**src/rtl/perf_pkg.sv**
```systemverilog
package perf_pkg;
  // local control A bit positions
  localparam int A_FRZ     = 0;
  localparam int A_FRZ_SUP = 1;
  localparam int A_FRZ_USR = 2;
  localparam int A_FRZ_M0  = 3;
  localparam int A_FRZ_M1  = 4;
  localparam int A_CEN     = 5;
  localparam int A_SEL_LSB = 8;
  // global control bit positions
  localparam int G_FRZ_ALL = 0;
  localparam int G_IRQ_EN  = 1;
  localparam int G_FOC     = 2;

  typedef enum logic [1:0] {
    RG_GLOBAL = 2'd0,
    RG_COUNT  = 2'd1,
    RG_CTLA   = 2'd2,
    RG_CTLB   = 2'd3
  } region_e;
endpackage

```
**src/rtl/perf_counter_slot.sv**
```systemverilog
module perf_counter_slot
  import perf_pkg::*;
#(
  parameter int DW = 32,
  parameter int NUM_EVENTS = 16,
  localparam int SELW = (NUM_EVENTS > 1) ? $clog2(NUM_EVENTS) : 1
) (
  input  logic                  clk,
  input  logic                  rst_n,
  input  logic [NUM_EVENTS-1:0] evt_i,
  input  logic                  priv_sup_i,
  input  logic                  mark_i,
  input  logic                  halt_i,
  input  logic                  we_cnt_i,
  input  logic                  we_a_i,
  input  logic                  we_b_i,
  input  logic [DW-1:0]         wdata_i,
  output logic [DW-1:0]         cnt_o,
  output logic [DW-1:0]         ctla_o,
  output logic [DW-1:0]         ctlb_o,
  output logic                  cond_o
);
  localparam logic [DW-1:0] CTLA_STOPPED = DW'(32'h1F);

  logic [DW-1:0]   cnt_q, ctla_q, ctlb_q;
  logic [SELW-1:0] sel;
  logic            evt_hit, gate_ok, inc;

  assign sel = ctla_q[A_SEL_LSB +: SELW];

  always_comb begin
    evt_hit = 1'b0;
    for (int k = 0; k < NUM_EVENTS; k++)
      if (sel == SELW'(k)) evt_hit = evt_i[k];
  end

  assign gate_ok = !halt_i
                 && !ctla_q[A_FRZ]
                 && !(ctla_q[A_FRZ_SUP] &&  priv_sup_i)
                 && !(ctla_q[A_FRZ_USR] && !priv_sup_i)
                 && !(ctla_q[A_FRZ_M0]  && !mark_i)
                 && !(ctla_q[A_FRZ_M1]  &&  mark_i);
  assign inc = gate_ok && evt_hit;

  always_ff @(posedge clk) begin
    if (!rst_n) begin
      cnt_q  <= '0;
      ctla_q <= CTLA_STOPPED;
      ctlb_q <= '0;
    end else begin
      if (we_cnt_i)  cnt_q <= wdata_i;
      else if (inc)  cnt_q <= cnt_q + 1'b1;
      if (we_a_i)    ctla_q <= wdata_i;
      if (we_b_i)    ctlb_q <= wdata_i;
    end
  end

  assign cnt_o  = cnt_q;
  assign ctla_o = ctla_q;
  assign ctlb_o = ctlb_q;
  assign cond_o = ctla_q[A_CEN] && cnt_q[DW-1];

  // a counter write wins over a same-cycle increment
  a_r6_write_wins: assert property (@(posedge clk) disable iff (!rst_n)
    we_cnt_i |=> (cnt_q == $past(wdata_i)));
  // a halted bank does not move without a write
  a_r5_halt_holds: assert property (@(posedge clk) disable iff (!rst_n)
    (halt_i && !we_cnt_i) |=> $stable(cnt_q));
  // user-mode freeze holds the count
  a_r3_user_freeze: assert property (@(posedge clk) disable iff (!rst_n)
    (ctla_q[A_FRZ_USR] && !priv_sup_i && !we_cnt_i) |=> $stable(cnt_q));
  // condition persists until rewrite
  a_r7_cond_sticky: assert property (@(posedge clk) disable iff (!rst_n)
    (cond_o && !we_cnt_i && !we_a_i && (cnt_q != '1)) |=> cond_o);
endmodule

```
**src/rtl/perf_global_ctrl.sv**
```systemverilog
module perf_global_ctrl
  import perf_pkg::*;
#(
  parameter int DW = 32
) (
  input  logic          clk,
  input  logic          rst_n,
  input  logic          we_i,
  input  logic [DW-1:0] wdata_i,
  input  logic          any_cond_i,
  output logic [DW-1:0] gctl_o,
  output logic          halt_o,
  output logic          irq_o
);
  logic frz_q, irq_en_q, foc_q, auto_frz;

  assign auto_frz = foc_q && any_cond_i;

  always_ff @(posedge clk) begin
    if (!rst_n) begin
      frz_q    <= 1'b1;
      irq_en_q <= 1'b0;
      foc_q    <= 1'b0;
    end else begin
      if (we_i) begin
        frz_q    <= wdata_i[G_FRZ_ALL];
        irq_en_q <= wdata_i[G_IRQ_EN];
        foc_q    <= wdata_i[G_FOC];
      end
      if (auto_frz) frz_q <= 1'b1;
    end
  end

  always_comb begin
    gctl_o            = '0;
    gctl_o[G_FRZ_ALL] = frz_q;
    gctl_o[G_IRQ_EN]  = irq_en_q;
    gctl_o[G_FOC]     = foc_q;
  end

  assign halt_o = frz_q || auto_frz;
  assign irq_o  = irq_en_q && any_cond_i;

  // a condition with freeze-on-condition forces freeze-all next edge
  a_r8_auto_freeze: assert property (@(posedge clk) disable iff (!rst_n)
    (foc_q && any_cond_i) |=> frz_q);
  // freeze-all only clears through a write
  a_r5_frz_clear_by_write: assert property (@(posedge clk) disable iff (!rst_n)
    $fell(frz_q) |-> $past(we_i));
endmodule

```
**src/rtl/perf_counter_bank.sv**
```systemverilog
module perf_counter_bank
  import perf_pkg::*;
#(
  parameter int NUM_CTR    = 4,
  parameter int NUM_EVENTS = 16,
  parameter int DW         = 32,
  localparam int IDXW = (NUM_CTR > 1) ? $clog2(NUM_CTR) : 1,
  localparam int AW   = IDXW + 2
) (
  input  logic                  clk,
  input  logic                  rst_n,
  input  logic [NUM_EVENTS-1:0] evt_i,
  input  logic                  priv_sup_i,
  input  logic                  mark_i,
  input  logic                  reg_we_i,
  input  logic [AW-1:0]         reg_addr_i,
  input  logic [DW-1:0]         reg_wdata_i,
  output logic [DW-1:0]         reg_rdata_o,
  output logic                  irq_o
);
  region_e         region;
  logic [IDXW-1:0] idx;
  logic [DW-1:0]   cnt_w  [NUM_CTR];
  logic [DW-1:0]   ctla_w [NUM_CTR];
  logic [DW-1:0]   ctlb_w [NUM_CTR];
  logic [NUM_CTR-1:0] cond_w;
  logic [DW-1:0]   gctl_w;
  logic            halt_w, any_cond;

  assign region   = region_e'(reg_addr_i[AW-1 -: 2]);
  assign idx      = reg_addr_i[IDXW-1:0];
  assign any_cond = |cond_w;

  perf_global_ctrl #(.DW(DW)) u_global (
    .clk        (clk),
    .rst_n      (rst_n),
    .we_i       (reg_we_i && region == RG_GLOBAL && idx == '0),
    .wdata_i    (reg_wdata_i),
    .any_cond_i (any_cond),
    .gctl_o     (gctl_w),
    .halt_o     (halt_w),
    .irq_o      (irq_o)
  );

  for (genvar g = 0; g < NUM_CTR; g++) begin : g_slot
    logic hit;
    assign hit = reg_we_i && (idx == IDXW'(g));
    perf_counter_slot #(.DW(DW), .NUM_EVENTS(NUM_EVENTS)) u_slot (
      .clk        (clk),
      .rst_n      (rst_n),
      .evt_i      (evt_i),
      .priv_sup_i (priv_sup_i),
      .mark_i     (mark_i),
      .halt_i     (halt_w),
      .we_cnt_i   (hit && region == RG_COUNT),
      .we_a_i     (hit && region == RG_CTLA),
      .we_b_i     (hit && region == RG_CTLB),
      .wdata_i    (reg_wdata_i),
      .cnt_o      (cnt_w[g]),
      .ctla_o     (ctla_w[g]),
      .ctlb_o     (ctlb_w[g]),
      .cond_o     (cond_w[g])
    );
  end

  always_comb begin
    reg_rdata_o = '0;
    for (int k = 0; k < NUM_CTR; k++) begin
      if (idx == IDXW'(k)) begin
        unique case (region)
          RG_COUNT: reg_rdata_o = cnt_w[k];
          RG_CTLA:  reg_rdata_o = ctla_w[k];
          RG_CTLB:  reg_rdata_o = ctlb_w[k];
          default:  reg_rdata_o = (k == 0) ? gctl_w : '0;
        endcase
      end
    end
  end

  // interrupt low in the first cycle after reset
  a_r9_irq_reset: assert property (@(posedge clk)
    !rst_n |=> !irq_o);
  // an interrupt requires a counter with an enabled condition
  a_r7_irq_source: assert property (@(posedge clk) disable iff (!rst_n)
    irq_o |-> (cond_w != '0));
endmodule

```
**config.mk**
```make
export PLATFORM = sky130hd
export DESIGN_NAME = perf_counter_bank
export DESIGN_NICKNAME = d
export VERILOG_FILES = /design/src/rtl/perf_pkg.sv /design/src/rtl/perf_counter_slot.sv /design/src/rtl/perf_global_ctrl.sv /design/src/rtl/perf_counter_bank.sv
export SDC_FILE = /design/constraint.sdc
export NUM_CORES = 1
export LEC_CHECK = 0
export BUFFER_PORTS_ARGS = -buffer_cell sky130_fd_sc_hd__buf_4
export CORE_ASPECT_RATIO = 0.9
export CORE_MARGIN = 1
export CORE_UTILIZATION = 44
export CTS_BUF_LIST = sky130_fd_sc_hd__clkbuf_4 sky130_fd_sc_hd__clkbuf_8
export CTS_CLUSTER_DIAMETER = 40
export DETAILED_ROUTE_END_ITERATION = 10
export HOLD_SLACK_MARGIN = 0.02
export MAX_ROUTING_LAYER = met4
export PLACE_DENSITY_LB_ADDON = 0.25
export SYNTH_ARGS = -nofsm -noshare
export SYNTH_HDL_FRONTEND = slang
export SYNTH_SLANG_ARGS = --single-unit
```
**constraint.sdc**
```tcl
create_clock -name clk -period 3.01 [get_ports clk]
set_input_delay 0.1505 -clock clk [delete_from_list [all_inputs] [get_ports clk]]
set_output_delay 0.1505 -clock clk [all_outputs]
set_load 0.02 [all_outputs]
```
==> qor.yml <==
timing:
  period_needed_ns: 2.87
  rsz0062_at_grt: "no"
  final_hold_viol_count: 0
  drv_slew: 0
  setup_tns_ns: 0
  fin_crit_sh_pct: 95.4
  tightest_slew_ns: 1.11
  timing.slew.headroom_pct: 25.6
  fmax_mhz: 348
  finalSetupViolCount: 0
  fin_skew_ns: 0.0246
  fin_ws_ns: 0.138
synthesis:
  synth_nets: 2926
  synthFlopType: "dfxtp_1"
  synthesis.area_mm2: 0.0214
  ys_seq_area_share_pct: 36.1
  ys_ff_latch: 387
  yosys_warnings: 0
  synth_edf_count: 0
  synth.distinct_cells: 81
  syn_area_per_cell_um2: 7.48
  ys_async_sr_fraction_pct: 0
  netlist_instances: 2865
layout:
  stdcell_area_mm2: 0.0248
  syn2layout_area_growth_pct: 15.9
  nFillCells: 4592
  layout.nets: 2980
  final_layout_size_suffix_gt1_share_pct: 16.6
  multi_input_area_mm2: 0.0126
  register_area_mm2: 0.00775
floorplanning:
  die_area_mm2: 0.0496
  ios: 90
  coreArea_mm2: 0.0480
  die_y_um: 211
  start_util_pct: 44.6
  die_width_um: 235
  rows: 76
placed_design:
  postPlaceCellArea_mm2: 0.0229
  dp_hpwl_mm: 61.7
  io_buffers: 89
  gp_congestion: 1.01
  preCtsSetupSlack_ns: 0.224
drt:
  wl_mm: 89.0
  vias_per_cell: 6.41
  wl_per_cell_um: 24.7
  drc: 0
  dr.first_iter.drc_count: 3096
  drtPass1Iterations: 6
  vias: 23000
  ant_nets: 0
clock_network:
  cts_tree: "done"
  cts_buffer_depth: 3
  postCtsSetupRepairBufs: 0
  cts_root_buf: "clkbuf_8"
  post_cts_resize_count: 0
  ctsHtreeMaxLevel: 3
  clock_sinks: 387
  cts_inserted_buffers: 75
  clk_pin_slew_ns: 0.06
  insertion_delay_ns: 0.67
  hold_buffers: 32
power_and_ir_drop:
  ir_drop_uv: 293
  power.density_mw_per_mm2: 519
  totalPowerFinal_mw: 12.9
  p_leak_nw: 8.51
worst_setup_path:
  crit_fanout: 59
  setup.worst_path.start_class: "primary input"
  critPathRequiredTime_ns: 2.86
  crit_arrival_ns: 2.72
  endpoint_kind: "output port"
  crit_type: "in2out"
job:
  cap_violations: 0
global_routing:
  antenna_found_initial: 4
  grt_max_degree: 66
  grt.total_usage_pct: 36.0
  grt_pass1_wl_mm: 132
  grt_overflow_total: 0
  grt_pass1_vias: 20700
run_status:
  status: "finished clean"
worst_hold_path:
  hold_path_class: "in2reg"
## sequential cells by signal, indices dropped and copies added (netlist names)
name                  count
g_slot.u_slot.cnt_o     128
g_slot.u_slot.ctla_o    128
g_slot.u_slot.ctlb_o    128
u_global.foc_q            1
u_global.frz_q            1
u_global.irq_en_q         1
## synthesized netlist by cell type, types with 32 or more instances
library cell  instances  area share, %
nand2_1             686             12
dfxtp_1             387             36
a21oi_1             324            7.6
clkbuf_1            219            3.8
o21ai_0             150            3.5
nand3_1             140            3.3
mux2_2               96            5.0
nor2_1               76            1.3
nand4_1              69            2.0
mux2i_1              68            3.2
nor3_1               68            1.6
nor4_1               58            1.7
and3_1               46            1.3
xnor2_1              35            1.4
nor2b_1              32           0.93
## placed cells by master, fill, tap and decap left out, drive strengths merged, types with 6 or more instances in the layout
| cell | instances |
|---|---|
| a211oi | 28 |
| a21oi | 324 |
| a221o | 11 |
| a221oi | 26 |
| a22oi | 28 |
| a311oi | 12 |
| a31oi | 30 |
| a32oi | 6 |
| and2 | 9 |
| and3 | 46 |
| and4 | 20 |
| buf | 208 |
| clkbuf | 116 |
| clkinv | 7 |
| dfxtp | 387 |
| dlygate4sd3 | 32 |
| inv | 31 |
| mux2 | 98 |
| mux2i | 68 |
| nand2 | 686 |
| nand2b | 7 |
| nand3 | 140 |
| nand3b | 18 |
| nand4 | 73 |
| nand4b | 8 |
| nor2 | 76 |
| nor2b | 32 |
| nor3 | 71 |
| nor4 | 67 |
| o211ai | 15 |
| o21ai | 152 |
| o22ai | 12 |
| o31ai | 7 |
| or3 | 12 |
| xnor2 | 35 |
## power by group
| part | leakage [nW] | total [mW] | internal, mW | switching, mW |
|---|---|---|---|---|
| logic | 4.52 | 1.53 | 0.509 | 1.02 |
| clock network | 0.861 | 5.87 | 3.41 | 2.46 |
| registers | 3.13 | 5.48 | 5.28 | 0.204 |
## worst paths after layout
path | startpoint | endpoint | slack [ns] | cells after the start
hold / removal | rst_n | g_slot[0].u_slot.ctlb_o[23] | 0.10 | 3
hold reg to reg | g_slot[1].u_slot.ctla_o[31] | g_slot[1].u_slot.ctla_o[31] | 0.45 | 2
setup reg to reg | g_slot[0].u_slot.ctla_o[10] | g_slot[0].u_slot.cnt_o[17] | 0.25 | 6
setup / recovery | reg_addr_i[3] | reg_rdata_o[18] | 0.14 | 8
## layer usage
| layer | up-vias | part of all wire (%) | routed length (um) | global-route usage [%] |
|---|---|---|---|---|
| met2 | 1325 | 42 | 37500 | 51.2 |
| met1 | 11200 | 43 | 38100 | 49.7 |
| met4 | 0 | 3.8 | 3370 | 13.8 |
| met5 | - | 0 | 0 | - |
| met3 | 186 | 11 | 10100 | 7.68 |
| li1 | 10400 | - | - | - |
## through the flow
stage	utilization, %	instances	hold WS (ns)
2_1_floorplan	-	2865	0.303
3_3_place_gp	47.7	3434	0.437
3_5_place_dp	47.7	3434	0.444
4_1_cts	51.7	3595	0.0574
5_1_grt	51.7	3596	0.0914
6_report	51.7	3596	0.101
## layout make-up
type	instances	share of cell area [%]
multi-input combinational	2184	50.8
sequential	387	31.2
timing repair buffer	240	7.79
clock buffer	116	5.87
tap	624	3.14
clock inverter	13	0.700
inverter	31	0.499
antenna	1	0.0101
## worst max-delay path: stages
cell	delay, ns
buf_6	0.43
nor2b_4	0.29
buf_4	0.38
a221oi_1	0.16
a21oi_1	0.21
nor2b_1	0.10
nor4_1	0.66
buf_4	0.27
## cell families after synthesis
kind of cell,count (synthesis),share of synthesized area (%)
AOI/OAI and AO/OA,693,19.5
xor gates and xnor gates,35,1.43
adders and majority gates,4,0.233
buffers and inverters,294,5.42
DFF,387,36.1
muxes,170,8.78
and+or+nand+nor,1282,28.5
Note: power is estimated with default switching activity, not from simulation.
